--- src/rtl/paddle_timer.sv ---
module paddle_timer (
  input  logic       clk,
  input  logic       rst_n,
  input  logic       cap_in,
  input  logic       bus_wr,
  input  logic       bus_rd,
  input  logic [3:0] bus_addr,
  input  logic [7:0] bus_wdata,
  output logic [7:0] bus_rdata,
  output logic [1:0] cmp_out,
  output logic       irq
);

  logic [2:0]  sync_q;
  logic [15:0] cnt, cap, cmp_a, cmp_b;
  logic [7:0]  tmp, hi_sel;
  logic [3:0]  flags, ien, flag_set, w1c;
  logic [1:0]  match, clr, out_q;
  logic        cap_fall, cnt_wr, hi_wr, lo_rd;

  assign cap_fall = sync_q[2] & ~sync_q[1];
  assign cnt_wr   = bus_wr && bus_addr == 4'd0;
  assign hi_wr    = bus_wr && !bus_addr[3] && bus_addr[0];
  assign lo_rd    = bus_rd && !bus_addr[3] && !bus_addr[0];
  assign match    = {cnt == cmp_b, cnt == cmp_a};
  assign clr      = (bus_wr && bus_addr == 4'd10) ? bus_wdata[1:0] : 2'b00;
  assign w1c      = (bus_wr && bus_addr == 4'd8) ? bus_wdata[3:0] : 4'b0000;
  assign flag_set = {cnt == 16'hFFFF && !cnt_wr, match, cap_fall};
  assign cmp_out  = out_q;
  assign irq      = |(flags & ien);

  always_comb begin
    case (bus_addr[2:1])
      2'd0:    hi_sel = cnt[15:8];
      2'd1:    hi_sel = cap[15:8];
      2'd2:    hi_sel = cmp_a[15:8];
      default: hi_sel = cmp_b[15:8];
    endcase
  end

  always_comb begin
    case (bus_addr)
      4'd0:                   bus_rdata = cnt[7:0];
      4'd2:                   bus_rdata = cap[7:0];
      4'd4:                   bus_rdata = cmp_a[7:0];
      4'd6:                   bus_rdata = cmp_b[7:0];
      4'd1, 4'd3, 4'd5, 4'd7: bus_rdata = tmp;
      4'd8:                   bus_rdata = {4'b0000, flags};
      4'd9:                   bus_rdata = {4'b0000, ien};
      4'd10:                  bus_rdata = {6'b000000, out_q};
      default:                bus_rdata = 8'h00;
    endcase
  end

  always_ff @(posedge clk or negedge rst_n) begin
    if (!rst_n) sync_q <= 3'b111;
    else        sync_q <= {sync_q[1:0], cap_in};
  end

  always_ff @(posedge clk or negedge rst_n) begin
    if (!rst_n)      cnt <= '0;
    else if (cnt_wr) cnt <= {tmp, bus_wdata};
    else             cnt <= cnt + 16'd1;
  end

  always_ff @(posedge clk or negedge rst_n) begin
    if (!rst_n)        cap <= '0;
    else if (cap_fall) cap <= cnt;
  end

  always_ff @(posedge clk or negedge rst_n) begin
    if (!rst_n) begin
      cmp_a <= '0;
      cmp_b <= '0;
    end else if (bus_wr && bus_addr == 4'd4) begin
      cmp_a <= {tmp, bus_wdata};
    end else if (bus_wr && bus_addr == 4'd6) begin
      cmp_b <= {tmp, bus_wdata};
    end
  end

  always_ff @(posedge clk or negedge rst_n) begin
    if (!rst_n)     tmp <= '0;
    else if (hi_wr) tmp <= bus_wdata;
    else if (lo_rd) tmp <= hi_sel;
  end

  always_ff @(posedge clk or negedge rst_n) begin
    if (!rst_n) begin
      flags <= '0;
      ien   <= '0;
      out_q <= '0;
    end else begin
      flags <= (flags & ~w1c) | flag_set;
      out_q <= (out_q | match) & ~clr;
      if (bus_wr && bus_addr == 4'd9) ien <= bus_wdata[3:0];
    end
  end

endmodule

--- config.mk ---
export PLATFORM = sky130hd
export DESIGN_NAME = paddle_timer
export DESIGN_NICKNAME = d
export VERILOG_FILES = /design/src/rtl/paddle_timer.sv
export SDC_FILE = /design/constraint.sdc
export NUM_CORES = 1
export LEC_CHECK = 0
export ABC_AREA = 1
export BUFFER_PORTS_ARGS = -buffer_cell sky130_fd_sc_hd__buf_2
export CORE_MARGIN = 1.5
export CORE_UTILIZATION = 31
export DETAILED_ROUTE_END_ITERATION = 6
export GPL_TIMING_DRIVEN = 1
export RECOVER_POWER = 25
export SYNTH_ARGS = -nofsm -noshare
export SYNTH_HDL_FRONTEND = slang
export SYNTH_SLANG_ARGS = --single-unit
--- constraint.sdc ---
create_clock -name clk -period 1.35 [get_ports clk]
set_input_delay 0.27 -clock clk [delete_from_list [all_inputs] [get_ports clk]]
set_output_delay 0.27 -clock clk [all_outputs]
set_load 0.01 [all_outputs]
==> qor.yml <==
yosysSeqAreaShare: 0.461
antenna_cells: 0
initial_utilization: 0.318
finalCritPeriodShare: 1.21
failed_checks: "negative setup slack"
core_um2: 14500
antenna_found_initial: 0
die_w_um: 125
crit_family: "flip-flops"
rsz0062_at_grt: "yes"
cts.clk_slew.worst_paths_ps: 70
initialDrtViolationCount: 413
ys_types: 26
ys_ff_latch: 85
postRouteWirelength_um: 15400
cts.sinks: 85
critPathCaptureType: "primary output"
path_max_fanout: 3
critPathSlowestCell: "dfrtp_1"
rows: 44
drcViolationCount: 0
min_period_ps: 1630
finalHoldViolations: 0
pin_count: 28
cp.arrival_ps: 1360
finalPower_mw: 10.9
cpPeakStageDelay_ps: 400
ys_warn_count: 0
timing.final.ws_setup_ps: -277
run_status: "finished with violations"
final_cells: 971
final_core_utilization: 0.447
final_max_slew_viol_count: 0
clock_latency_ps: 360
relSlewSlack: 0.527
tightest_slew_ps: 709
dp_hpwl_um: 10800
maxCapViolations: 0
path_cells: "inv_1 -> o22ai_1 -> nor2_1 -> nand3_1 -> buf_2"
synthArstFlopShare: 1.00
worstSetupPathType: "flop to primary output"
leakagePower_nw: 3.17
synth_edf_count: 0
numPortBuffers: 27
overflow: 0
cp-start-kind: "flop"
synth_area_um2: 4620
critPathBufInv: 2
fill_cells: 1475
fin_skew_ps: 9.19
setup-tns-final_ps: -3340
routabilityCongestion: 0.900
viasPerCell: 4.93
place_inst: 919
clockBufferDepth: 2
htreeDepth: 3
ir_drop_uv: 838
required_ps: 1080
grt_pass1_wl_um: 24500
synthCells: 646
wire_per_inst_um: 15.9
grt_pass1_vias: 4725
synthesis.nets: 664
hold_class: "primary input to flop"
fp.dieH_um: 125
final_nets: 800
cts_buffers: 9
powerDensity_nw_per_um2: 1680
maxClockFrequency_ghz: 0.615
syn_to_final_growth_pct: 40.5
drtPass1Iterations: 5
grt_usage: 0.202
finalSetupViolCount: 27
die_area_um2: 15700
ant_nets: 0
vias: 4787
root_buffer: "clkbuf_16"
synth_ff_type: "dfrtp_1"
grt_max_degree: 52
synth_area_per_cell_um2: 7.15
drive_gt1_frac: 0.306
cts_tree: "done"
==> cells in the final DEF, fill, tap and decap left out, types with 4 or more instances in the layout <==
cell type / Yosys / layout
o22ai_1: 18 / 16
inv_2: 7 / 20
nand4_1: 6 / 6
inv_1: 79 / 61
nor2_2: 5 / 9
dfrtp_1: 82 / 82
clkbuf_16: 0 / 9
o21ai_2: 0 / 12
nand3_1: 28 / 20
o221ai_1: 5 / 5
buf_4: 3 / 90
clkbuf_1: 4 / 4
buf_6: 2 / 13
nor2_1: 45 / 33
o21ai_1: 50 / 48
nor2_4: 2 / 10
o21ai_0: 56 / 46
inv_4: 0 / 4
a21oi_1: 10 / 8
nand2_2: 5 / 17
nand3_2: 0 / 6
buf_12: 0 / 9
buf_2: 5 / 23
nand2_1: 219 / 205
==> state kept, by name, indices dropped and copies added, names as in the netlist <==
name,flops
cap,16
cmp_a,16
cmp_b,16
cnt,16
tmp,8
flags,4
ien,4
sync_q,3
cmp_out,2
==> cells in the mapped netlist, types with 4 or more instances <==
cell type / number / area, um2
o221ai_1: 5 / 43.8
o21ai_0: 56 / 280
o21ai_1: 50 / 250
nand4_1: 6 / 37.5
nand3_1: 28 / 140
nor2_2: 5 / 31.3
inv_1: 79 / 297
inv_2: 7 / 26.3
o22ai_1: 18 / 113
dfrtp_1: 82 / 2050
a21oi_1: 10 / 50.1
nor2_1: 45 / 169
clkbuf_1: 4 / 15.0
buf_2: 5 / 25.0
nand2_1: 219 / 822
nand2_2: 5 / 31.3
==> per-layer routing <==
metal	GRT usage	vias up	part of all wire
met5	0	-	0
met4	0.0949	0	0.029
met3	0.0419	32	0.050
met2	0.318	151	0.47
met1	0.266	2251	0.46
li1	-	2353	-
==> timing repair <==
| item | CTS | global route |
|---|---|---|
| setup endpoints to repair | 20 | 27 |
| gates resized for setup | 66 | 52 |
| cloned | 0 | 0 |
| hold endpoints to repair | 10 | 0 |
| hold buffers | 2 | 0 |
| buffers inserted | 31 | 5 |
| pin swaps | 39 | 31 |
==> worst reg2reg max path, delay by kind of cell, from the launching register on <==
family / cells / cell delay [ps]
compound gates: 1 / 50
buf+inv: 5 / 590
simple gates: 6 / 410
flops: 1 / 370
==> logic make-up (layout without fill, tap and decap cells) <==
| kind of cell | count (synthesis) | after routing | synth area share |
|---|---|---|---|
| buf+inv | 100 | 241 | 0.0882 |
| simple gates | 313 | 313 | 0.274 |
| xor+xnor | 3 | 3 | 0.00569 |
| compound gates | 144 | 144 | 0.168 |
| fa+ha+maj | 1 | 1 | 0.00271 |
| flops | 85 | 85 | 0.461 |
==> report_power, final <==
group,total (mW),leakage [nW],switching (mW),internal [mW]
sequential,3.72,1.07,0.520,3.20
combinational,4.50,1.96,2.43,2.07
clock,2.66,0.147,1.05,1.62
==> path summary, 6_finish.rpt <==
kind                                           start             endpoint  slack [ps]  cells past startpoint
worst max-delay path            cmp_a[1]$_DFFE_PN0P_         bus_rdata[1]        -280                      5
worst min-delay path                    bus_wdata[4]     cnt[4]$_DFF_PN0_         160                      3
worst max register to register      cnt[1]$_DFF_PN0_    cnt[13]$_DFF_PN0_        -170                     12
worst min register to register   sync_q[0]$_DFF_PN1_  sync_q[1]$_DFF_PN1_         360                      0
max in group asynchronous                      rst_n  sync_q[0]$_DFF_PN1_         120                      3
min in group asynchronous                      rst_n   tmp[4]$_DFFE_PN0P_         470                      2
==> stage by stage <==
| step | hold slack, ps | setup slack [ps] | area (um2) |
|---|---|---|---|
| finish | 160 | -277 | 6490 |
| global route | 208 | -304 | 6490 |
| CTS | 158 | -257 | 6280 |
| detailed placement | 124 | -312 | 5570 |
| global placement | 123 | -253 | 5570 |
| floorplan | -25.6 | 26.3 | 4630 |
==> area by class of cell <==
type                       instances  area, um2  share of cell area
timing repair buffer             139       1150               0.177
tap                              184        230              0.0354
multi-input combinational        461       2340               0.360
clock buffer                      12        236              0.0364
inverter                          86        338              0.0520
sequential                        85       2130               0.328
clock inverter                     4       72.6              0.0112
Note: power is estimated with default switching activity, not from simulation.
